--- src/rtl/nvrom_pkg.sv ---
package nvrom_pkg;
    parameter int NUM_BANKS  = 8;
    parameter int BANK_BITS  = 128;
    parameter int BYTE_W     = 8;

    localparam int BYTES_PER_BANK = BANK_BITS / BYTE_W;
    localparam int BANK_SEL_W     = $clog2(NUM_BANKS);
    localparam int BYTE_SEL_W     = $clog2(BYTES_PER_BANK);
    localparam int ADDR_W         = BANK_SEL_W + BYTE_SEL_W;
    localparam int BIT_IDX_W      = $clog2(BANK_BITS);
    localparam int LANE_SHIFT_W   = $clog2(BYTE_W);
    localparam int WRITE_CYCLES   = 4;

    typedef enum logic [2:0] {
        ST_IDLE    = 3'd0,
        ST_ERASE_A = 3'd1,
        ST_ERASE_B = 3'd2,
        ST_PROG_A  = 3'd3,
        ST_PROG_B  = 3'd4
    } upd_state_t;

    typedef logic [BANK_BITS-1:0]  bank_word_t;
    typedef logic [BANK_SEL_W-1:0] bank_sel_t;
endpackage

--- src/rtl/nvrom_upd_fsm.sv ---
module nvrom_upd_fsm
    import nvrom_pkg::*;
(
    input  logic       clk,
    input  logic       rst_n,
    input  logic       wr_req,
    input  bank_sel_t  wr_bank_in,
    input  bank_word_t wr_data_in,
    output logic       busy,
    output logic       commit,
    output bank_sel_t  commit_bank,
    output bank_word_t commit_data
);
    upd_state_t state_q, state_d;
    logic       accept;

    assign accept = (state_q == ST_IDLE) && wr_req;

    always_comb begin
        state_d = state_q;
        unique case (state_q)
            ST_IDLE:    if (wr_req) state_d = ST_ERASE_A;
            ST_ERASE_A: state_d = ST_ERASE_B;
            ST_ERASE_B: state_d = ST_PROG_A;
            ST_PROG_A:  state_d = ST_PROG_B;
            ST_PROG_B:  state_d = ST_IDLE;
            default:    state_d = ST_IDLE;
        endcase
    end

    always_ff @(posedge clk or negedge rst_n) begin
        if (!rst_n) begin
            state_q     <= ST_IDLE;
            commit_bank <= '0;
            commit_data <= '1;
        end else begin
            state_q <= state_d;
            if (accept) begin
                commit_bank <= wr_bank_in;
                commit_data <= wr_data_in;
            end
        end
    end

    always_comb begin
        busy   = 1'b1;
        commit = 1'b0;
        unique case (state_q)
            ST_IDLE:    busy = 1'b0;
            ST_ERASE_A,
            ST_ERASE_B,
            ST_PROG_A:  busy = 1'b1;
            ST_PROG_B:  commit = 1'b1;
            default:    busy = 1'b0;
        endcase
    end
endmodule

--- src/rtl/nvrom_store.sv ---
module nvrom_store
    import nvrom_pkg::*;
(
    input  logic              clk,
    input  logic              rst_n,
    input  logic              commit,
    input  bank_sel_t         commit_bank,
    input  bank_word_t        commit_data,
    input  logic              rd_en,
    input  logic [ADDR_W-1:0] rd_addr,
    output logic [BYTE_W-1:0] rd_data,
    input  bank_sel_t         pg_bank,
    output bank_word_t        pg_rdata
);
    bank_word_t                bank_q [NUM_BANKS];
    bank_sel_t                 rd_bank;
    logic [BYTE_SEL_W-1:0]     rd_byte;
    logic [BIT_IDX_W-1:0]      rd_lsb;

    for (genvar b = 0; b < NUM_BANKS; b++) begin : g_bank
        always_ff @(posedge clk or negedge rst_n) begin
            if (!rst_n)
                bank_q[b] <= '1;
            else if (commit && (commit_bank == bank_sel_t'(b)))
                bank_q[b] <= commit_data;
        end
    end

    assign rd_bank = rd_addr[ADDR_W-1:BYTE_SEL_W];
    assign rd_byte = rd_addr[BYTE_SEL_W-1:0];
    assign rd_lsb  = {rd_byte, {LANE_SHIFT_W{1'b0}}};

    always_ff @(posedge clk or negedge rst_n) begin
        if (!rst_n)
            rd_data <= '1;
        else if (rd_en)
            rd_data <= bank_q[rd_bank][rd_lsb +: BYTE_W];
    end

    assign pg_rdata = bank_q[pg_bank];
endmodule

--- src/rtl/nvrom_bank_port.sv ---
module nvrom_bank_port
    import nvrom_pkg::*;
(
    input  logic                 clk,
    input  logic                 rst_n,
    input  logic                 rd_en,
    input  logic [ADDR_W-1:0]    rd_addr,
    output logic [BYTE_W-1:0]    rd_data,
    input  logic [BANK_SEL_W-1:0] pg_bank,
    input  logic [BANK_BITS-1:0] pg_data,
    input  logic                 pg_wr,
    output logic                 busy,
    output logic [BANK_BITS-1:0] pg_rdata
);
    logic       commit;
    bank_sel_t  commit_bank;
    bank_word_t commit_data;

    nvrom_upd_fsm u_fsm (
        .clk         (clk),
        .rst_n       (rst_n),
        .wr_req      (pg_wr),
        .wr_bank_in  (pg_bank),
        .wr_data_in  (pg_data),
        .busy        (busy),
        .commit      (commit),
        .commit_bank (commit_bank),
        .commit_data (commit_data)
    );

    nvrom_store u_store (
        .clk         (clk),
        .rst_n       (rst_n),
        .commit      (commit),
        .commit_bank (commit_bank),
        .commit_data (commit_data),
        .rd_en       (rd_en),
        .rd_addr     (rd_addr),
        .rd_data     (rd_data),
        .pg_bank     (pg_bank),
        .pg_rdata    (pg_rdata)
    );
endmodule

--- config.mk ---
export PLATFORM = sky130hd
export DESIGN_NAME = nvrom_bank_port
export DESIGN_NICKNAME = d
export VERILOG_FILES = /design/src/rtl/nvrom_pkg.sv /design/src/rtl/nvrom_upd_fsm.sv /design/src/rtl/nvrom_store.sv /design/src/rtl/nvrom_bank_port.sv
export SDC_FILE = /design/constraint.sdc
export NUM_CORES = 2
export LEC_CHECK = 0
export BUFFER_PORTS_ARGS = -buffer_cell sky130_fd_sc_hd__buf_2
export CORE_MARGIN = 1
export CORE_UTILIZATION = 40
export DETAILED_ROUTE_END_ITERATION = 8
export HOLD_SLACK_MARGIN = 0.15
export PLACE_DENSITY = 0.66
export SKIP_LAST_GASP = 1
export SYNTH_ARGS = -nofsm -noshare
export SYNTH_HDL_FRONTEND = slang
export SYNTH_SLANG_ARGS = --single-unit
--- constraint.sdc ---
create_clock -name clk -period 5.76 [get_ports clk]
set_input_delay 1.152 -clock clk [delete_from_list [all_inputs] [get_ports clk]]
set_output_delay 1.152 -clock clk [all_outputs]
set_load 0.02 [all_outputs]
==> reports/metrics.csv <==
stage,metric,value,unit
outcome,status,finished clean,
layout,final_cell_mix,"mux2_2 (1287), dfstp_2 (1160), mux4_2 (442)",
setup_path,arrival,3170,ps
clock_tree,h-tree-depth,4,
floorplan,die_y,392,um
clock_tree,ctsResizeCount,0,
layout,syn2layout_area_growth,13.1,%
drt,final_antenna_net_count,0,
logic_synthesis,syn-num-nets,3868,
drt,drc,0,
global_routing,antenna_found_initial,14,
drt,firstDrtPassIters,5,
power_and_ir_drop,power.leakage,27.6,nW
timing,fmax,0.231,GHz
worst_hold_path,min_from,u_fsm.commit_bank[2],
placement,place_hpwl,107000,um
global_routing,grt_pass1_wl,259000,um
timing,finalCriticalPeriod,4330,ps
clock_tree,cts_buffers,138,
timing,slew_headroom,23.4,%
setup_path,critPathBufInv,4,
global_routing,use_met3,4.16,%
setup_path,crit_type,in -> out,
layout,final_core_util,45.8,%
logic_synthesis,ys_warn_count,0,
global_routing,use_met2,36.3,%
floorplan,fp.dieW,392,um
logic_synthesis,synth.cell_area,60900,um^2
setup_path,timing.rr.end,u_store.bank_q[955],
timing,setup_ws,1430,ps
power_and_ir_drop,powerDensity,491,nW/um^2
clock_tree,ctsHoldBuffers,0,
drt,wire_per_inst,28.7,um
worst_hold_path,min_to,u_fsm.commit_bank[2],
global_routing,grt_most_used_layer,met2,
worst_hold_path,hold_class,reg -> reg,
logic_synthesis,synthCells,3726,
setup_path,critPathMaxFanout,31,
clock_tree,clock-root-buffer,clkbuf_16,
global_routing,grt_usage,22.8,%
global_routing,grt_max_degree,138,
timing,finalSetupTns,0,ps
timing,hold_violations,0,
setup_path,r2r_start,u_fsm.state_q[0],
floorplan,rows,142,
floorplan,start_util,40.5,%
logic_synthesis,ys_seq_area_share,50.3,%
layout,drive_gt1_share,86.4,%
timing,timing.final.crit_share,75.1,%
global_routing,grt_pass1_vias,37700,
drt,viasPerCell,5.91,
power_and_ir_drop,peakVddDrop,341,uV
setup_path,startpoint_type,primary input,
setup_path,r2r_slack,2470,ps
timing,setup_violations,0,
floorplan,boundaryPins,279,
timing,worst_pin_slew,1150,ps
clock_tree,cts.path.max_buffers,3,
floorplan,dieArea,154000,um^2
clock_tree,clk_pin_slew_worst_paths,60,ps
setup_path,cp-end-kind,output port,
logic_synthesis,avgSynthCellArea,16.3,um^2
setup_path,startpoint,pg_bank[0],
logic_synthesis,synthFlopType,dfstp_2,
layout,fin_nets,4075,
placement,portBuffers,278,
setup_path,critical_path.max_stage_delay,520,ps
setup_path,path_delay_family,buffers and inverters,
clock_tree,cts_tree,built,
timing,rsz0062_at_grt,false,
placement,pre_cts_ws,1410,ps
logic_synthesis,ys_ff_latch,1166,
clock_tree,cts.sinks,1166,
setup_path,cp_cell_sequence,buf_8 -> buf_12 -> buf_4 -> mux4_2 -> mux2_2 -> buf_2,
setup_path,crit_required,4610,ps
drt,routed_wl,174000,um
logic_synthesis,yosysUniqueCellTypes,51,
floorplan,core,150000,um^2
drt,vias,35800,
layout,final_common_cell,mux2_2,
logic_synthesis,synth_enable_flop_cells,0,
global_routing,grt-ovfl-total,0,
timing,report.final.slew_viol_count,0,
flow_run,cap_violations,0,
worst_hold_path,worstHoldPathCells,1,
timing,worst_clock_skew,37.5,ps
setup_path,worstRegToRegCells,6,
drt,drt-initial-drc-count,2085,
placement,gp_congestion,0.806,
clock_tree,postCtsSetupBuffers,0,
clock_tree,clock_latency,790,ps
setup_path,slowest_stage,mux4_2,
logic_synthesis,synthArstFlopShare,100,%
global_routing,use_met1,31.4,%
cells by family (layout without fill, tap and decap cells):
kind of cell | count (synthesis) | count (layout) | share of synthesized area, %
flops | 1166 | 1166 | 50.3
other cells | 0 | 6 | 0
simple gates | 177 | 177 | 1.50
xor+xnor | 2 | 2 | 0.0288
compound gates | 180 | 180 | 2.11
mux | 1895 | 1895 | 43.2
buf+inv | 306 | 617 | 2.84
state kept, by name, indices dropped and copies added, names as in the netlist:
| register | cells |
|---|---|
| u_fsm.commit_bank | 3 |
| u_fsm.state_q | 3 |
| u_fsm.commit_data | 128 |
| u_store.bank_q | 1024 |
| u_store.rd_data | 8 |
synthesized netlist by cell type (2+ instances only):
| master | count | share of area (%) |
|---|---|---|
| a211oi_1 | 2 | 0.025 |
| a21oi_1 | 12 | 0.099 |
| a221oi_1 | 2 | 0.029 |
| a22oi_1 | 17 | 0.21 |
| a311oi_1 | 7 | 0.10 |
| a31oi_1 | 17 | 0.17 |
| a32oi_1 | 6 | 0.086 |
| and2_1 | 5 | 0.051 |
| and3_1 | 6 | 0.062 |
| and4b_1 | 4 | 0.066 |
| buf_1 | 15 | 0.092 |
| buf_12 | 9 | 0.30 |
| buf_2 | 120 | 0.99 |
| buf_4 | 13 | 0.16 |
| buf_6 | 29 | 0.54 |
| clkbuf_1 | 115 | 0.71 |
| dfrtp_1 | 6 | 0.25 |
| dfstp_2 | 1160 | 50 |
| inv_1 | 3 | 0.018 |
| mux2_2 | 1287 | 24 |
| mux2i_1 | 154 | 2.5 |
| mux4_1 | 12 | 0.52 |
| mux4_2 | 442 | 16 |
| nand2_1 | 50 | 0.31 |
| nand2b_1 | 19 | 0.20 |
| nand3_1 | 23 | 0.19 |
| nand3b_1 | 4 | 0.049 |
| nor2_1 | 26 | 0.16 |
| nor2b_1 | 25 | 0.26 |
| nor3_1 | 7 | 0.058 |
| nor4_1 | 2 | 0.021 |
| o211ai_1 | 24 | 0.30 |
| o21ai_0 | 11 | 0.090 |
| o21ai_1 | 3 | 0.025 |
| o221ai_1 | 28 | 0.40 |
| o22ai_1 | 44 | 0.45 |
| or2_2 | 2 | 0.021 |
| xnor2_1 | 2 | 0.029 |
stage by stage:
step                      instances  hold WS (ps)  area [um^2]  total power, mW
after floorplan                3726           496        60900             21.8
after CTS                      6053           525        68900             34.1
final                          6059           528        68900             33.8
after global routing           6055           549        68900             35.4
after global placement         5809           517        64300             24.8
after detailed placement       5809           523        64300             25.1
layer usage:
metal  vias up  part of all wire (%)
met5         -                 0.052
met4        14                   2.5
met3       261                   4.7
met2       836                    48
met1     19800                    44
li1      14900                     -
area by class of cell:
class	instances	area (um^2)
diodes	6	15.0
clock buffers	208	4100
clock inverters	36	448
fillers	13200	81600
inverters	3	11.3
multi-input cells	2254	28600
flip-flops and latches	1166	30600
well taps	2016	2520
repair buffers	370	2560
worst max path at each step:
stage               slack [ps]  cells after the start            end
floorplan                 1870                      5  pg_rdata[100]
global placement          1430                      6   pg_rdata[62]
detailed placement        1410                      6   pg_rdata[46]
CTS                       1400                      6   pg_rdata[46]
global route              1310                      6   pg_rdata[46]
finish                    1430                      6   pg_rdata[46]
power breakdown:
group	switching (mW)	internal, mW	leakage, nW
clock	3.58	5.16	2.23
combinational	3.54	5.16	13.2
sequential	3.00	13.3	12.1
total	10.1	23.7	27.6
(Power assumes the default switching activity.)
